`src/rtl/rnode_pkg.sv`:
```
package rnode_pkg;
  localparam int NODE_W = 4;
  localparam int SIZE_W = 4;
  localparam int TAG_W  = 4;
  localparam int CMD_W  = 3;
  localparam int DATA_W = 16;
  localparam int NUM_VC = 2;
  localparam int VC_LO  = 0;
  localparam int VC_HI  = 1;

  typedef struct packed {
    logic              pri;
    logic [NODE_W-1:0] dest;
    logic [NODE_W-1:0] src;
    logic [SIZE_W-1:0] size;
    logic [TAG_W-1:0]  tag;
    logic [CMD_W-1:0]  cmd;
    logic [DATA_W-1:0] data;
  } ring_msg_t;

  localparam int MSG_W = $bits(ring_msg_t);

  // channel chosen among non-empty queues: high wins
  function automatic logic vc_pick(input logic [NUM_VC-1:0] nonempty);
    return nonempty[VC_HI];
  endfunction

  function automatic ring_msg_t build_msg(
    input logic pri, input logic [NODE_W-1:0] dest, input logic [NODE_W-1:0] src,
    input logic [SIZE_W-1:0] size, input logic [TAG_W-1:0] tag,
    input logic [CMD_W-1:0] cmd, input logic [DATA_W-1:0] data);
    ring_msg_t m;
    m.pri = pri; m.dest = dest; m.src = src; m.size = size;
    m.tag = tag; m.cmd = cmd; m.data = data;
    return m;
  endfunction
endpackage

```
`src/rtl/rnode_fifo.sv`:
```
module rnode_fifo #(
  parameter int W     = 8,
  parameter int DEPTH = 4
) (
  input  logic         clk,
  input  logic         rst_n,
  input  logic         push,
  input  logic [W-1:0] din,
  input  logic         pop,
  output logic [W-1:0] dout,
  output logic         full,
  output logic         empty
);
  localparam int AW = (DEPTH > 1) ? $clog2(DEPTH) : 1;

  logic [W-1:0]  mem [DEPTH];
  logic [AW-1:0] wr_ptr, rd_ptr;
  logic [AW:0]   count;

  function automatic logic [AW-1:0] ptr_next(input logic [AW-1:0] p);
    return (p == AW'(DEPTH - 1)) ? '0 : p + 1'b1;
  endfunction

  assign full  = (count == (AW+1)'(DEPTH));
  assign empty = (count == '0);
  assign dout  = mem[rd_ptr];

  always_ff @(posedge clk) begin
    if (push) mem[wr_ptr] <= din;
  end

  always_ff @(posedge clk) begin
    if (!rst_n) begin
      wr_ptr <= '0;
      rd_ptr <= '0;
      count  <= '0;
    end else begin
      if (push) wr_ptr <= ptr_next(wr_ptr);
      if (pop)  rd_ptr <= ptr_next(rd_ptr);
      count <= count + (AW+1)'(push) - (AW+1)'(pop);
    end
  end


  no_overflow_chk: assert property (@(posedge clk) disable iff (!rst_n)
    push && !pop |-> !full);

  no_underflow_chk: assert property (@(posedge clk) disable iff (!rst_n)
    pop |-> !empty);

  count_bound_chk: assert property (@(posedge clk) disable iff (!rst_n)
    count <= (AW+1)'(DEPTH));
endmodule

```
`src/rtl/rnode_compose.sv`:
```
module rnode_compose
  import rnode_pkg::*;
#(
  parameter int NODE_ID = 5,
  parameter int QDEPTH  = 4
) (
  input  logic                     clk,
  input  logic                     rst_n,
  input  logic                     tx_valid,
  input  logic                     tx_pri,
  input  logic [NODE_W-1:0]        tx_dest,
  input  logic [SIZE_W-1:0]        tx_size,
  input  logic [TAG_W-1:0]         tx_tag,
  input  logic [CMD_W-1:0]         tx_cmd,
  input  logic [DATA_W-1:0]        tx_data,
  output logic [NUM_VC-1:0]        tx_ready,
  input  logic [NUM_VC-1:0]        ins_pop,
  output ring_msg_t [NUM_VC-1:0]   q_head,
  output logic [NUM_VC-1:0]        q_nonempty
);
  localparam logic [NODE_W-1:0] MY_ID = NODE_W'(NODE_ID);

  ring_msg_t composed;
  assign composed = build_msg(tx_pri, tx_dest, MY_ID, tx_size, tx_tag, tx_cmd, tx_data);

  for (genvar c = 0; c < NUM_VC; c++) begin : g_txq
    logic full_c, empty_c, push_c;
    logic [MSG_W-1:0] head_c;
    assign push_c = tx_valid && (tx_pri == 1'(c)) && !full_c;
    rnode_fifo #(.W(MSG_W), .DEPTH(QDEPTH)) u_q (
      .clk(clk), .rst_n(rst_n), .push(push_c), .din(composed),
      .pop(ins_pop[c]), .dout(head_c), .full(full_c), .empty(empty_c));
    assign tx_ready[c]   = !full_c;
    assign q_nonempty[c] = !empty_c;
    assign q_head[c]     = ring_msg_t'(head_c);
  end
endmodule

```
`src/rtl/rnode_ringio.sv`:
```
module rnode_ringio
  import rnode_pkg::*;
#(
  parameter int NODE_ID = 5,
  parameter int QDEPTH  = 4
) (
  input  logic                   clk,
  input  logic                   rst_n,
  input  logic                   rin_valid,
  input  ring_msg_t              rin_msg,
  output logic [NUM_VC-1:0]      rin_ready,
  output logic                   rout_valid,
  output ring_msg_t              rout_msg,
  input  logic [NUM_VC-1:0]      rout_ready,
  output logic                   rx_valid,
  output ring_msg_t              rx_msg,
  input  logic                   rx_accept,
  input  ring_msg_t [NUM_VC-1:0] tx_head,
  input  logic [NUM_VC-1:0]      tx_nonempty,
  output logic [NUM_VC-1:0]      ins_pop,
  output logic                   undeliv
);
  localparam logic [NODE_W-1:0] MY_ID = NODE_W'(NODE_ID);

  // named internal events
  logic out_free, rin_take, ext_take, drop_take, fwd_take, ins_take, ins_vc;
  logic rx_sel;
  logic [NUM_VC-1:0] rx_full, rx_ne, rx_pop;
  ring_msg_t [NUM_VC-1:0] rx_head;

  assign out_free  = !rout_valid || rout_ready[rout_msg.pri];
  for (genvar c = 0; c < NUM_VC; c++) begin : g_rdy
    assign rin_ready[c] = out_free && !rx_full[c];
  end
  assign rin_take  = rin_valid && rin_ready[rin_msg.pri];
  assign ext_take  = rin_take && (rin_msg.dest == MY_ID);
  assign drop_take = rin_take && (rin_msg.dest != MY_ID) && (rin_msg.src == MY_ID);
  assign fwd_take  = rin_take && (rin_msg.dest != MY_ID) && (rin_msg.src != MY_ID);

  assign ins_vc   = vc_pick(tx_nonempty);
  assign ins_take = out_free && !fwd_take && (|tx_nonempty);
  for (genvar c = 0; c < NUM_VC; c++) begin : g_ins
    assign ins_pop[c] = ins_take && (ins_vc == 1'(c));
  end

  always_ff @(posedge clk) begin
    if (!rst_n) begin
      rout_valid <= 1'b0;
      rout_msg   <= '0;
      undeliv    <= 1'b0;
    end else begin
      undeliv <= drop_take;
      if (fwd_take) begin
        rout_valid <= 1'b1;
        rout_msg   <= rin_msg;
      end else if (ins_take) begin
        rout_valid <= 1'b1;
        rout_msg   <= tx_head[ins_vc];
      end else if (out_free) begin
        rout_valid <= 1'b0;
      end
    end
  end

  for (genvar c = 0; c < NUM_VC; c++) begin : g_rxq
    logic push_c, empty_c;
    logic [MSG_W-1:0] head_c;
    assign push_c = ext_take && (rin_msg.pri == 1'(c));
    rnode_fifo #(.W(MSG_W), .DEPTH(QDEPTH)) u_q (
      .clk(clk), .rst_n(rst_n), .push(push_c), .din(rin_msg),
      .pop(rx_pop[c]), .dout(head_c), .full(rx_full[c]), .empty(empty_c));
    assign rx_ne[c]   = !empty_c;
    assign rx_head[c] = ring_msg_t'(head_c);
    assign rx_pop[c]  = rx_accept && rx_valid && (rx_sel == 1'(c));
  end

  assign rx_sel   = vc_pick(rx_ne);
  assign rx_valid = |rx_ne;
  assign rx_msg   = rx_head[rx_sel];


  fwd_next_chk: assert property (@(posedge clk) disable iff (!rst_n)
    fwd_take |=> rout_valid && rout_msg == $past(rin_msg));

  fwd_wins_chk: assert property (@(posedge clk) disable iff (!rst_n)
    fwd_take && (|tx_nonempty) |=> rout_msg.src != MY_ID);

  hi_first_chk: assert property (@(posedge clk) disable iff (!rst_n)
    ins_take && tx_nonempty[VC_HI] |=> rout_valid && rout_msg.pri);

  rout_hold_chk: assert property (@(posedge clk) disable iff (!rst_n)
    rout_valid && !rout_ready[rout_msg.pri] |=> rout_valid && $stable(rout_msg));

  rx_stall_chk: assert property (@(posedge clk) disable iff (!rst_n)
    rin_valid && rx_full[rin_msg.pri] |-> !ext_take);

  drop_flag_chk: assert property (@(posedge clk) disable iff (!rst_n)
    drop_take |=> undeliv && !(rout_valid && rout_msg == $past(rin_msg)));
endmodule

```
`src/rtl/ring_niu.sv`:
```
module ring_niu
  import rnode_pkg::*;
#(
  parameter int NODE_ID = 5,
  parameter int QDEPTH  = 4
) (
  input  logic                clk,
  input  logic                rst_n,
  input  logic                tx_valid,
  input  logic                tx_pri,
  input  logic [NODE_W-1:0]   tx_dest,
  input  logic [SIZE_W-1:0]   tx_size,
  input  logic [TAG_W-1:0]    tx_tag,
  input  logic [CMD_W-1:0]    tx_cmd,
  input  logic [DATA_W-1:0]   tx_data,
  output logic [NUM_VC-1:0]   tx_ready,
  input  logic                rin_valid,
  input  logic [MSG_W-1:0]    rin_msg,
  output logic [NUM_VC-1:0]   rin_ready,
  output logic                rout_valid,
  output logic [MSG_W-1:0]    rout_msg,
  input  logic [NUM_VC-1:0]   rout_ready,
  output logic                rx_valid,
  output logic [MSG_W-1:0]    rx_msg,
  input  logic                rx_accept,
  output logic                undeliv
);
  ring_msg_t [NUM_VC-1:0] tx_head;
  logic [NUM_VC-1:0]      tx_nonempty, ins_pop;
  ring_msg_t              rout_s, rx_s;

  rnode_compose #(.NODE_ID(NODE_ID), .QDEPTH(QDEPTH)) u_compose (
    .clk(clk), .rst_n(rst_n), .tx_valid(tx_valid), .tx_pri(tx_pri),
    .tx_dest(tx_dest), .tx_size(tx_size), .tx_tag(tx_tag), .tx_cmd(tx_cmd),
    .tx_data(tx_data), .tx_ready(tx_ready), .ins_pop(ins_pop),
    .q_head(tx_head), .q_nonempty(tx_nonempty));

  rnode_ringio #(.NODE_ID(NODE_ID), .QDEPTH(QDEPTH)) u_ringio (
    .clk(clk), .rst_n(rst_n), .rin_valid(rin_valid), .rin_msg(ring_msg_t'(rin_msg)),
    .rin_ready(rin_ready), .rout_valid(rout_valid), .rout_msg(rout_s),
    .rout_ready(rout_ready), .rx_valid(rx_valid), .rx_msg(rx_s),
    .rx_accept(rx_accept), .tx_head(tx_head), .tx_nonempty(tx_nonempty),
    .ins_pop(ins_pop), .undeliv(undeliv));

  assign rout_msg = rout_s;
  assign rx_msg   = rx_s;
endmodule

```
`config.mk`:
```
export PLATFORM = sky130hd
export DESIGN_NAME = ring_niu
export DESIGN_NICKNAME = d
export VERILOG_FILES = /design/src/rtl/rnode_pkg.sv /design/src/rtl/rnode_fifo.sv /design/src/rtl/rnode_compose.sv /design/src/rtl/rnode_ringio.sv /design/src/rtl/ring_niu.sv
export SDC_FILE = /design/constraint.sdc
export NUM_CORES = 1
export LEC_CHECK = 0
export BUFFER_PORTS_ARGS = -buffer_cell sky130_fd_sc_hd__buf_2
export CAP_MARGIN = 20
export CORE_UTILIZATION = 54
export CTS_CLUSTER_DIAMETER = 200
export DETAILED_ROUTE_END_ITERATION = 12
export GPL_TIMING_DRIVEN = 0
export HOLD_SLACK_MARGIN = 0.06
export PLACE_DENSITY = 0.75
export SYNTH_ARGS = -nofsm -noshare
export SYNTH_HDL_FRONTEND = slang
export SYNTH_SLANG_ARGS = --single-unit
```
`constraint.sdc`:
```
create_clock -name clk -period 2.68 [get_ports clk]
set_clock_uncertainty 0.15 [all_clocks]
set_input_delay 0.268 -clock clk [delete_from_list [all_inputs] [get_ports clk]]
set_output_delay 0.268 -clock clk [all_outputs]
set_load 0.01 [all_outputs]
```
==> results.sh <==
export IMPL_track_usage=0.243
export IMPL_first_pass_iters=5
export IMPL_cts_root_buffer="clkbuf_16"
export IMPL_stdcell_count=2168
export IMPL_status="complete, but fails checks"
export IMPL_critPathMaxFanout=4
export IMPL_cp_endpoint="u_compose.g_txq[1].u_q.count[2]"
export IMPL_rsz0062_at_grt="yes"
export IMPL_critPathBufInv=2
export IMPL_worst_slack_ns=-0.0468
export IMPL_rr_endpoint="u_compose.g_txq[1].u_q.count[2]"
export IMPL_setup_violations=2
export IMPL_die_h_um=212
export IMPL_area_growth_pct=23.2
export IMPL_slew_headroom=0.488
export IMPL_hold_path_class="input port to flip-flop"
export IMPL_crit_path_end_kind="flip-flop"
export IMPL_fin_crit_ns=2.73
export IMPL_synth_avg_cell_area_um2=19.9
export IMPL_clock_latency_ns=0.62
export IMPL_drv_cap=0
export IMPL_vias_per_cell=5.77
export IMPL_rows=76
export IMPL_ys_warn_count=0
export IMPL_overflow=0
export IMPL_reg2reg_setup_slack_ns=-0.05
export IMPL_ys_async_sr_fraction=0
export IMPL_synth_cells=1197
export IMPL_drive_gt1_frac=0.350
export IMPL_dp_cells=1951
export IMPL_r2r_start="u_ringio.g_rxq[0].u_q.count[1]"
export IMPL_drt_wl_total_um=54400
export IMPL_antenna_found_initial=4
export IMPL_io_buffers=153
export IMPL_coreArea_mm2=0.0434
export IMPL_slew_viol_final=0
export IMPL_clock_path_buffers=3
export IMPL_ys_ff_latch=618
export IMPL_dpl_worst_slack_ns=-0.527
export IMPL_grt_met3_usage=0.0489
export IMPL_grt_pass1_wl_um=78800
export IMPL_drc=0
export IMPL_die_w_um=212
export IMPL_crit_arrival_ns=3.05
export IMPL_num_io_pins=154
export IMPL_ys_dominant_reg_cell="edfxtp_1"
export IMPL_vias=12500
export IMPL_route_antenna_remaining_nets=0
export IMPL_peakVddDrop_mv=0.546
export IMPL_clock_sinks=618
export IMPL_use_met1=0.303
export IMPL_nets=1639
export IMPL_dpl_hpwl_um=33200
export IMPL_critical_path_top_delay_family="simple AND/OR/NAND/NOR gates"
export IMPL_drt_initial_drc_count=1041
export IMPL_violations="negative setup slack"
export IMPL_initial_core_util=0.550
export IMPL_use_met2=0.418
export IMPL_cp_depth=12
export IMPL_path_cells="nor4b_4 > a31oi_2 > and3_4 > nor3_4 > ha_1 > inv_1 > ha_2 > inv_2 > fa_2 > xor2_2 > xnor2_1 > nor2_1"
export IMPL_hold_viol=0
export IMPL_power_density_mw_per_mm2=950
export IMPL_power_leakage_nw=10.1
export IMPL_cp_start_kind="flip-flop"
export IMPL_synth_edf_count=544
export IMPL_dieArea_mm2=0.0450
export IMPL_post_route_util=0.678
export IMPL_syn_nets=1304
export IMPL_grt_max_degree=31
export IMPL_cp_required_ns=3.00
export IMPL_syn_area_mm2=0.0239
export IMPL_cts_tree="yes"
export IMPL_tightest_slew_ns=0.768
export IMPL_finalCritPeriodShare=1.02
export IMPL_cts_buffers=57
export IMPL_max_freq_mhz=367
export IMPL_yosysSeqAreaShare=0.747
export IMPL_cts_htree_levels=2
export IMPL_cp_startpoint="u_ringio.g_rxq[0].u_q.count[1]"
export IMPL_grt_pass1_vias=13000
export IMPL_grt_busiest_layer="met2"
export IMPL_cpPeakStageDelay_ns=0.36
export IMPL_place_congestion=0.888
export IMPL_synth_cell_type_count=43
export IMPL_wl_per_cell_um=25.1
export IMPL_critPathKind="flip-flop to flip-flop"
export IMPL_r2r_cells=12
export IMPL_cpMaxStageDelayCell="dfxtp_4"
export IMPL_cts_clk_slew_worst_paths_ns=0.07
placed cells by master (no fill, tap or decap), drive strengths merged, types with 4 or more instances in the layout:
cell type and n:
mux4 136, clkbuf 109, edfxtp 544, o211ai 32, and2 24, nand2 75
nor2 29, nor3 5, a21oi 40, ha 28, dlygate4sd3 76, dfxtp 74
fa 4, mux2 36, buf 232, bufinv 6, clkinv 15, xnor2 7
mux2i 44, diode 4, inv 32
report_power, final:
| part | internal, mW | switching, mW |
|---|---|---|
| Sequential | 11.0 | 0.446 |
| Combinational | 4.05 | 4.01 |
| Clock | 4.87 | 3.49 |
how the worst min path moves through the flow:
stage,from,endpoint,slack (ns),cells after the start
2_1_floorplan,tx_data[0],u_compose.g_txq[0].u_q.mem[0][0],0.22,0
3_3_place_gp,u_compose.g_txq[1].u_q.rd_ptr[1],u_compose.g_txq[1].u_q.rd_ptr[1],0.32,2
3_5_place_dp,u_compose.g_txq[0].u_q.rd_ptr[1],flip-flop,0.35,2
4_1_cts,rout_ready[0],u_ringio.rout_valid,0.12,5
5_1_grt,rout_ready[0],u_ringio.rout_valid,0.22,5
6_report,tx_valid,u_compose.g_txq[1].u_q.wr_ptr[1],0.19,5
Yosys cell counts, types with 2 or more instances:
cell type  instances  area (um2)
edfxtp_1         544       16300
mux4_2           136        3060
nand2_1           75         282
dfxtp_1           74        1480
mux2i_1           44         440
a21oi_1           40         200
mux2_2            36         405
o211ai_1          32         240
buf_2             30         150
nor2_1            29         109
ha_1              28         350
inv_1             27         101
and2_1            24         150
clkbuf_1          24        90.1
xnor2_1            7        61.3
buf_1              6        22.5
fa_1               4        80.1
nor3_1             4        20.0
a31oi_1            2        12.5
and3_1             2        12.5
inv_2              2        7.51
nand3b_1           2        15.0
o21ai_0            2        10.0
o221a_2            2        22.5
o32a_1             2        20.0
or3_1              2        12.5
state kept, by name, summed over array words and instances, names as in the netlist, named ones only:
register and flops:
u_ringio.g_rxq.u_q.mem 288, u_compose.g_txq.u_q.mem 256, u_ringio.rout_msg 36, u_compose.g_txq.u_q.count 6
u_ringio.g_rxq.u_q.count 6, u_compose.g_txq.u_q.rd_ptr 4, u_compose.g_txq.u_q.wr_ptr 4, u_ringio.g_rxq.u_q.rd_ptr 4
u_ringio.g_rxq.u_q.wr_ptr 4, u_ringio.rout_valid 1, u_ringio.undeliv 1
metrics by stage:
| step | TNS, ns | instance area (um2) | total power [mW] | hold WS [ns] |
|---|---|---|---|---|
| 3_3_place_gp | -310.96 | 25400 | 18.2 | 0.324 |
| 6_report | -0.0566 | 29400 | 27.9 | 0.189 |
| 2_1_floorplan | 0 | 23900 | 16.1 | 0.217 |
| 4_1_cts | -0.00389 | 28800 | 27.3 | 0.119 |
| 5_1_grt | -0.461 | 29400 | 28.9 | 0.216 |
| 3_5_place_dp | -2.65 | 25800 | 18.4 | 0.350 |
cells by family (layout without fill, tap and decap cells):
family,count (synthesis),after routing,share of synthesized area
xor+xnor,8,8,0.00294
simple gates,150,150,0.0297
compound gates,83,83,0.0226
mux,216,216,0.164
fa+ha+maj,32,32,0.0180
buf+inv,90,472,0.0159
other cells,0,4,0
flops,618,618,0.747
repair_timing:
action,CTS,global route
setup buffers,19,9
setup endpoints to repair,45,21
pin swaps,8,16
gates resized for setup,77,61
hold endpoints to repair,594,0
hold buffers,76,0
gates cloned,0,7
layer usage:
metal | vias to the layer above | share of wire
met1 | 6442 | 0.38
met4 | 2 | 0.031
met2 | 477 | 0.52
li1 | 5478 | -
met3 | 106 | 0.068
met5 | - | 0.00024
area by class of cell:
class	count	area, um2
inverters	29	111
flip-flops and latches	618	17800
clock inverters	26	319
multi-input cells	489	5880
diodes	4	10.0
repair buffers	280	2400
clock buffers	80	1640
fillers	2733	14000
well taps	585	732
plain buffers	57	440
tightest hold or removal path, delay by kind of cell:
kind | cells | cell delay [ns]
and+or+nand+nor | 2 | 0.22
buffers and inverters | 2 | 0.27
muxes | 1 | 0.15
Note: power is estimated with default switching activity, not from simulation.
